**src/rtl/dm_pkg.sv**
```systemverilog
package dm_pkg;

  typedef enum logic {
    INT_SINGLE = 1'b0,
    INT_DOUBLE = 1'b1
  } int_mode_e;

endpackage

```
**src/rtl/dm_integ.sv**
```systemverilog
module dm_integ
  import dm_pkg::*;
#(
  parameter int        DW   = 12,
  parameter int        STEP = 16,
  parameter int_mode_e MODE = INT_SINGLE
) (
  input  logic                 clk_i,
  input  logic                 rst_ni,
  input  logic                 en_i,
  input  logic                 bit_i,
  output logic signed [DW-1:0] val_o
);

  localparam int EW = DW + 2;
  localparam logic signed [EW-1:0] MAX_E  = EW'((2 ** (DW - 1)) - 1);
  localparam logic signed [EW-1:0] MIN_E  = EW'(-(2 ** (DW - 1)));
  localparam logic signed [EW-1:0] STEP_E = EW'(STEP);
  localparam logic signed [DW-1:0] MAX_V  = MAX_E[DW-1:0];
  localparam logic signed [DW-1:0] MIN_V  = MIN_E[DW-1:0];

  function automatic logic signed [EW-1:0] ext(input logic signed [DW-1:0] v);
    return {{(EW - DW){v[DW-1]}}, v};
  endfunction

  function automatic logic signed [DW-1:0] clamp(input logic signed [EW-1:0] x);
    if (x > MAX_E) return MAX_V;
    if (x < MIN_E) return MIN_V;
    return x[DW-1:0];
  endfunction

  logic signed [DW-1:0] acc1_q, acc1_d;
  logic signed [EW-1:0] delta;

  always_comb begin
    delta  = bit_i ? STEP_E : -STEP_E;
    acc1_d = clamp(ext(acc1_q) + delta);
  end

  always_ff @(posedge clk_i or negedge rst_ni) begin
    if (!rst_ni)   acc1_q <= '0;
    else if (en_i) acc1_q <= acc1_d;
  end

  generate
    if (MODE == INT_DOUBLE) begin : g_double
      logic signed [DW-1:0] acc2_q, acc2_d;
      always_comb acc2_d = clamp(ext(acc2_q) + ext(acc1_d));
      always_ff @(posedge clk_i or negedge rst_ni) begin
        if (!rst_ni)   acc2_q <= '0;
        else if (en_i) acc2_q <= acc2_d;
      end
      assign val_o = acc2_q;
    end else begin : g_single
      assign val_o = acc1_q;

      a_r5_no_wrap_up: assert property (@(posedge clk_i) disable iff (!rst_ni)
        (en_i && bit_i && val_o == MAX_V) |=> (val_o == MAX_V));
      a_r5_no_wrap_down: assert property (@(posedge clk_i) disable iff (!rst_ni)
        (en_i && !bit_i && val_o == MIN_V) |=> (val_o == MIN_V));
    end
  endgenerate

  a_r6_hold_idle: assert property (@(posedge clk_i) disable iff (!rst_ni)
    !en_i |=> $stable(val_o));

endmodule

```
**src/rtl/dm_coder.sv**
```systemverilog
module dm_coder
  import dm_pkg::*;
#(
  parameter int        DW   = 12,
  parameter int        STEP = 16,
  parameter int_mode_e MODE = INT_SINGLE,
  parameter int        K    = 4
) (
  input  logic                 clk_i,
  input  logic                 rst_ni,
  input  logic                 en_i,
  input  logic signed [DW-1:0] smp_i,
  output logic                 bit_o,
  output logic signed [DW-1:0] recon_o,
  output logic                 ovl_o
);

  localparam int RW = $clog2(K + 1);
  localparam logic [RW-1:0] RUN_MAX = RW'(K);

  logic          dec;
  logic          bit_q;
  logic [RW-1:0] run_q;

  assign dec = (smp_i > recon_o);

  always_ff @(posedge clk_i or negedge rst_ni) begin
    if (!rst_ni) begin
      bit_q <= 1'b0;
      run_q <= '0;
    end else if (en_i) begin
      bit_q <= dec;
      if (run_q != '0 && dec == bit_q)
        run_q <= (run_q == RUN_MAX) ? RUN_MAX : run_q + 1'b1;
      else
        run_q <= RW'(1);
    end
  end

  dm_integ #(.DW(DW), .STEP(STEP), .MODE(MODE)) u_ref (
    .clk_i (clk_i),
    .rst_ni(rst_ni),
    .en_i  (en_i),
    .bit_i (dec),
    .val_o (recon_o)
  );

  assign bit_o = bit_q;
  assign ovl_o = (run_q == RUN_MAX);

  a_r6_bit_hold: assert property (@(posedge clk_i) disable iff (!rst_ni)
    !en_i |=> ($stable(bit_o) && $stable(ovl_o)));
  a_r2_equal_is_zero: assert property (@(posedge clk_i) disable iff (!rst_ni)
    (en_i && smp_i == recon_o) |=> !bit_o);
  a_r8_rise_on_sample: assert property (@(posedge clk_i) disable iff (!rst_ni)
    $rose(ovl_o) |-> $past(en_i));
  a_r8_drop_on_flip: assert property (@(posedge clk_i) disable iff (!rst_ni)
    (ovl_o && en_i && dec != bit_o) |=> !ovl_o);

endmodule

```
**src/rtl/dm_decoder.sv**
```systemverilog
module dm_decoder
  import dm_pkg::*;
#(
  parameter int        DW   = 12,
  parameter int        STEP = 16,
  parameter int_mode_e MODE = INT_SINGLE
) (
  input  logic                 clk_i,
  input  logic                 rst_ni,
  input  logic                 en_i,
  input  logic                 bit_i,
  output logic signed [DW-1:0] rec_o
);

  dm_integ #(.DW(DW), .STEP(STEP), .MODE(MODE)) u_rx (
    .clk_i (clk_i),
    .rst_ni(rst_ni),
    .en_i  (en_i),
    .bit_i (bit_i),
    .val_o (rec_o)
  );

endmodule

```
**src/rtl/dm_codec.sv**
```systemverilog
module dm_codec
  import dm_pkg::*;
#(
  parameter int        DW   = 12,
  parameter int        STEP = 16,
  parameter int_mode_e MODE = INT_SINGLE,
  parameter int        K    = 4
) (
  input  logic          clk_i,
  input  logic          rst_ni,
  input  logic          smp_en_i,
  input  logic [DW-1:0] smp_i,
  output logic          bit_o,
  output logic [DW-1:0] recon_o,
  output logic          ovl_o,
  input  logic          rx_en_i,
  input  logic          rx_bit_i,
  output logic [DW-1:0] rec_o
);

  logic signed [DW-1:0] recon_s, rec_s;

  dm_coder #(.DW(DW), .STEP(STEP), .MODE(MODE), .K(K)) u_cod (
    .clk_i  (clk_i),
    .rst_ni (rst_ni),
    .en_i   (smp_en_i),
    .smp_i  ($signed(smp_i)),
    .bit_o  (bit_o),
    .recon_o(recon_s),
    .ovl_o  (ovl_o)
  );

  dm_decoder #(.DW(DW), .STEP(STEP), .MODE(MODE)) u_dec (
    .clk_i (clk_i),
    .rst_ni(rst_ni),
    .en_i  (rx_en_i),
    .bit_i (rx_bit_i),
    .rec_o (rec_s)
  );

  assign recon_o = recon_s;
  assign rec_o   = rec_s;

  a_r1_reset_zero: assert property (@(posedge clk_i)
    !rst_ni |-> (recon_o == '0 && rec_o == '0 && !bit_o && !ovl_o));

endmodule

```
**config.mk**
```make
export PLATFORM = sky130hd
export DESIGN_NAME = dm_codec
export DESIGN_NICKNAME = d
export VERILOG_FILES = /design/src/rtl/dm_pkg.sv /design/src/rtl/dm_integ.sv /design/src/rtl/dm_coder.sv /design/src/rtl/dm_decoder.sv /design/src/rtl/dm_codec.sv
export SDC_FILE = /design/constraint.sdc
export NUM_CORES = 1
export LEC_CHECK = 0
export ABC_AREA = 1
export BUFFER_PORTS_ARGS = -buffer_cell sky130_fd_sc_hd__buf_2
export CORE_MARGIN = 5
export CORE_UTILIZATION = 40
export CTS_CLUSTER_SIZE = 12
export DETAILED_ROUTE_END_ITERATION = 7
export GPL_ROUTABILITY_DRIVEN = 0
export PLACE_DENSITY = 0.59
export SYNTH_ARGS = -nofsm -noshare
export SYNTH_HDL_FRONTEND = slang
export SYNTH_SLANG_ARGS = --single-unit
```
**constraint.sdc**
```tcl
create_clock -name clk_i -period 7.6 [get_ports clk_i]
set_clock_uncertainty 0.2 [all_clocks]
set_input_delay 1.52 -clock clk_i [delete_from_list [all_inputs] [get_ports clk_i]]
set_output_delay 1.52 -clock clk_i [all_outputs]
set_load 0.1 [all_outputs]
```
---- Word-level counts from Yosys, hierarchy flattened ----
Cells that the tools add are included.
cells by class
  reduce and logical (&&, ||, !) cells .... 2
  equal/unequal tests ..................... 2
  multiplexer cells ....................... 18
  add/subtract/negate cells ............... 3
  magnitude comparators ................... 5
operators by type and width
  operator                                                         number
  two-way mux 12 bit                                               8
  adder 12 x 14 -> 14 bit                                          2
  greater-than comparator 14 x 12 -> 1 bit, second input constant  2
  < comparator 14 x 12 -> 1 bit, second input constant             2
  two-way mux 14 bit                                               2
  greater-than comparator 12 bit                                   1
  two-way mux 1 bit                                                6
  two-way mux 3 bit                                                2
  adder 3 x 1 -> 3 bit, second input constant                      1
  == test 3 bit, second input constant                             1
  nonzero test 3 bit                                               1
  == test 1 bit                                                    1
  logical AND 1 bit                                                1
word-level totals
  register bits after elaboration ......... 28
  output and inout bits ................... 26
  word-level logic and storage cells ...... 34
  bits of input ports ..................... 17

---- Longest topological paths before layout ----
  word-level depth ........................ 8
  mapped depth ............................ 24
  depth with buffers taken out ............ 24

---- Cells and area by module ----
From an unflattened synthesis, not the netlist that was laid out.
unflattened totals
  cells, all modules ...................... 337
  area, all modules ....................... 2387.3 µm²
modules (own cells, without submodules)
  module                  cells each  area each (µm²)  instances  sequential area each (µm²)
  dm_integ (u_dec.u_rx)   118         863.3            1          225.2
  dm_integ (u_cod.u_ref)  121         860.8            1          225.2
  dm_coder                98          663.1            1          100.1

---- Worst setup path after synthesis ----
No wires, ideal clock.
  path type ............................... in2reg
  from .................................... input smp_i[11]
  to ...................................... register u_cod.u_ref.acc1_q[5] (netlist: u_cod.u_ref.val_o[5])
  path buffers ............................ 0
  arrival time ............................ 3861 ps
  required time ........................... 7264 ps
  setup time .............................. 136 ps
  stages on the path ...................... 15
  setup slack ............................. 3402 ps
  cell sequence ........................... ha_1 -> a21o_1 -> nor2_1 -> nand3_2 -> nand2_1 -> nand3_2 -> ha_1 -> a21oi_2 -> nor2_1 -> nor2_2 -> nand3_2 -> o21ai_4 -> nor2_4 -> o21ai_4 -> o211ai_2
between the ends
  longest elaborated chain between the ends .. 8
  elaborated cells on any way between the ends .. 11
  those cells by class .................... add/sub (1); order compare (3); mux (7)
ends and longest elaborated chain
  element                           RTL line        text
  start: declaration                dm_codec.sv:12  input logic [DW-1:0] smp_i,
  greater-than comparator 12 bit *  dm_coder.sv:25  assign dec = (smp_i > recon_o);
  two-way mux 14 bit *              dm_integ.sv:36  delta = bit_i ? STEP_E : -STEP_E;
  adder 12 x 14 -> 14 bit *         dm_integ.sv:37  acc1_d = clamp(ext(acc1_q) + delta);
  < comparator 14 x 12 -> 1 bit     dm_integ.sv:28  if (x < MIN_E) return MIN_V;
  two-way mux 1 bit (2 in a row)    dm_integ.sv:28
  two-way mux 12 bit                dm_integ.sv:29  return x[DW-1:0];
  two-way mux 12 bit *              dm_integ.sv:28
  end signal: assignment            dm_integ.sv:41  if (!rst_ni) acc1_q <= '0;
  end signal: assignment            dm_integ.sv:42  else if (en_i) acc1_q <= acc1_d;
  end: declaration                  dm_integ.sv:32  logic signed [DW-1:0] acc1_q, acc1_d;
Every way passes the cells marked *; elsewhere a longest branch is shown, timed or not. The select of a mux whose other input is x is not followed.
A chain may end at the register's enable or synchronous reset.

---- Worst setup path after layout ----
Same ends and word-level chain as after synthesis.

==> reports/qor.yml <==
holdBufCountCts: 0
fp.dieArea_um2: 7380
maxCapViolations: 0
syn-num-nets: 343
maxSlewHeadroom_pct: 65.6
worst_slack_ns: 3.30
row_count: 27
r2r_start: "u_cod.u_ref.val_o[11]$_DFFE_PN0P_"
hold_path.startpoint: "u_dec.u_rx.val_o[9]$_DFFE_PN0P_"
routed_wl_um: 4910
worst_pin_slew_ns: 0.516
path_cells: "buf_2, ha_1, a21o_1, nor2_1, nand3_2, nand2_1, nand3_2, ha_1, a21oi_2, nor2_1, nor2_2, nand3_2, o21ai_4, nor2_4, o21ai_4, o211ai_2"
cts_max_path_buffers: 2
dr.pass1.iters: 4
r2r_end: "u_cod.u_ref.val_o[5]$_DFFE_PN0P_"
insertedDiodeCount: 0
whs_ns: 0.336
path_class: "in -> reg"
cts.clk_slew.worst_paths_ns: 0.09
antenna_found_initial: 0
endpoint_kind: "register"
fin_crit_sh_pct: 56.6
grt_usage_pct: 14.1
htreeDepth: 1
synth-simple-area-share_pct: 33.4
final_hold_viol_count: 0
crit_path_top_delay_cell: "ha_1"
synth_compound_area_share_pct: 11.3
syn_inst: 295
synthMuxAreaShare_pct: 0
ys_seq_area_share_pct: 23.9
cts_root_buf: "clkbuf_8"
ys_seq_elements: 22
reg2reg_depth: 16
layout-drive-gt1-share_pct: 28.6
routedWlPerCell_um: 12.2
synth_edf_count: 0
timing.fmax_mhz: 232
grt_pass1_wl_um: 8570
cp_data_arrival_time_ns: 4.24
synth_top_family_by_area: "simple AND/OR/NAND/NOR gates"
syn2layout_area_growth_pct: 12.8
synth_top_flop_cell: "dfrtp_1"
setup_tns_ns: 0
first_iter_violations: 68
finalMaxSlewViolations: 0
drc: 0
r2r_setup_slack_ns: 4.17
grt_max_degree: 23
cp-start-kind: "input pin"
final-setup-viol-count: 0
dpl.hpwl_um: 3990
critPathMaxStageDelay_ns: 0.41
hold_class: "reg -> reg"
cts_setup_buffers: 0
layout_commonest_cell: "nand2_1"
initial_core_util_pct: 41.6
die_h_um: 85.9
synth_xor_area_share_pct: 4.51
first_global_vias: 1903
synthAdderAreaFrac_pct: 17.5
cpMostUsedCell: "nand3_2"
via_count: 1945
cts_resized: 0
clock_latency_ns: 0.26
yosysWarnings: 0
final_antenna_net_count: 0
outcome: "completed"
viasPerCell: 4.81
syn_area_per_cell_um2: 7.81
synth_cell_type_count: 35
fin_crit_ns: 4.30
synthArstFlopShare_pct: 100
hold_depth: 2
final_util_pct: 46.9
fillCellCount: 558
gr-total-overflow: 0
num-nets-final: 381
coreArea_um2: 5540
cts_tree: "built"
cts_sinks: 22
final_cell_mix: "nand2_1, buf_2, inv_1"
rsz0062_at_grt: "no"
required_ns: 7.54
cts_inserted_buffers: 3
netlist_area_um2: 2300
dp_slack_ns: 2.99
cp_max_fo: 11
port_buffers: 42
die_w_um: 85.9
num_io_pins: 43
hold_path_end: "u_dec.u_rx.val_o[9]$_DFFE_PN0P_"
## registers in the layout, summed over array words and instances (netlist names)
register           count
u_cod.u_ref.val_o      9
u_dec.u_rx.val_o       9
u_cod.run_q            3
u_cod.bit_o            1
## area by class of cell
class                      instances  area, um2  share of cell area [%]
timing repair buffer              42        210                    8.09
tap                               72       90.1                    3.47
clock buffer                       4       55.1                    2.12
multi-input combinational        222       1540                    59.1
inverter                          42        158                    6.07
sequential                        22        551                    21.2
## metrics by stage
stage	area [um2]	instances
final	2600	404
after global routing	2600	404
after CTS	2600	404
after detailed placement	2540	400
after global placement	2540	400
after floorplan	2300	295
## logic make-up (layout without fill, tap and decap cells)
group | Yosys count | after routing
compound gates | 35 | 35
flops | 22 | 22
fa+ha+maj | 31 | 31
xor+xnor | 11 | 11
simple gates | 145 | 145
buf+inv | 51 | 88
## critical path, delay by kind of cell
kind                       cells  cell delay, ns
and+or+nand+nor                8            0.96
AOI/OAI and AO/OA              5            0.91
adders and majority gates      2            0.75
buffers and inverters          1            0.10
## how the worst max path moves through the flow
stage               startpoint                          endpoint  slack (ns)  depth (start not counted)
floorplan            smp_i[11]  u_cod.u_ref.val_o[5]$_DFFE_PN0P_        3.40                         15
global placement     smp_i[11]  u_cod.u_ref.val_o[5]$_DFFE_PN0P_        3.04                         16
detailed placement   smp_i[11]  u_cod.u_ref.val_o[5]$_DFFE_PN0P_        2.99                         16
CTS                  smp_i[11]  u_cod.u_ref.val_o[5]$_DFFE_PN0P_        3.27                         16
global route         smp_i[11]  u_cod.u_ref.val_o[5]$_DFFE_PN0P_        3.02                         16
finish               smp_i[11]  u_cod.u_ref.val_o[5]$_DFFE_PN0P_        3.30                         16
## Yosys cell counts (2+ instances only)
cell type	count	area [um2]
o21ai_1	4	20.0
a31oi_1	3	18.8
clkbuf_1	2	7.51
dfrtp_1	22	551
nand4_1	6	37.5
a21o_1	2	15.0
ha_1	29	363
o21ai_0	3	15.0
nor3_1	2	10.0
nor2_1	14	52.6
xnor2_1	6	52.6
nand3_2	16	160
inv_1	40	150
inv_2	2	7.51
buf_4	7	52.6
xor2_1	4	35.0
nand2_1	72	270
nand3_1	15	75.1
nand2_2	11	68.8
fa_1	2	40.0
nand3b_1	2	15.0
nor2_2	3	18.8
o21ai_4	2	32.5
a21oi_1	9	45.0
o21ai_2	4	35.0
a21oi_2	4	35.0
## per-layer routing
metal  GRT usage (%)  up-vias  wire length [um]
met5               0        -                 0
met4            3.60        0                24
met3            2.11        2               226
met2            22.3       32              2130
met1            20.1      876              2530
li1                -     1035                 -
Power is left out: the tool's default activity adds up to more than one toggle a clock period on the data nets, which glitch-free logic cannot reach.
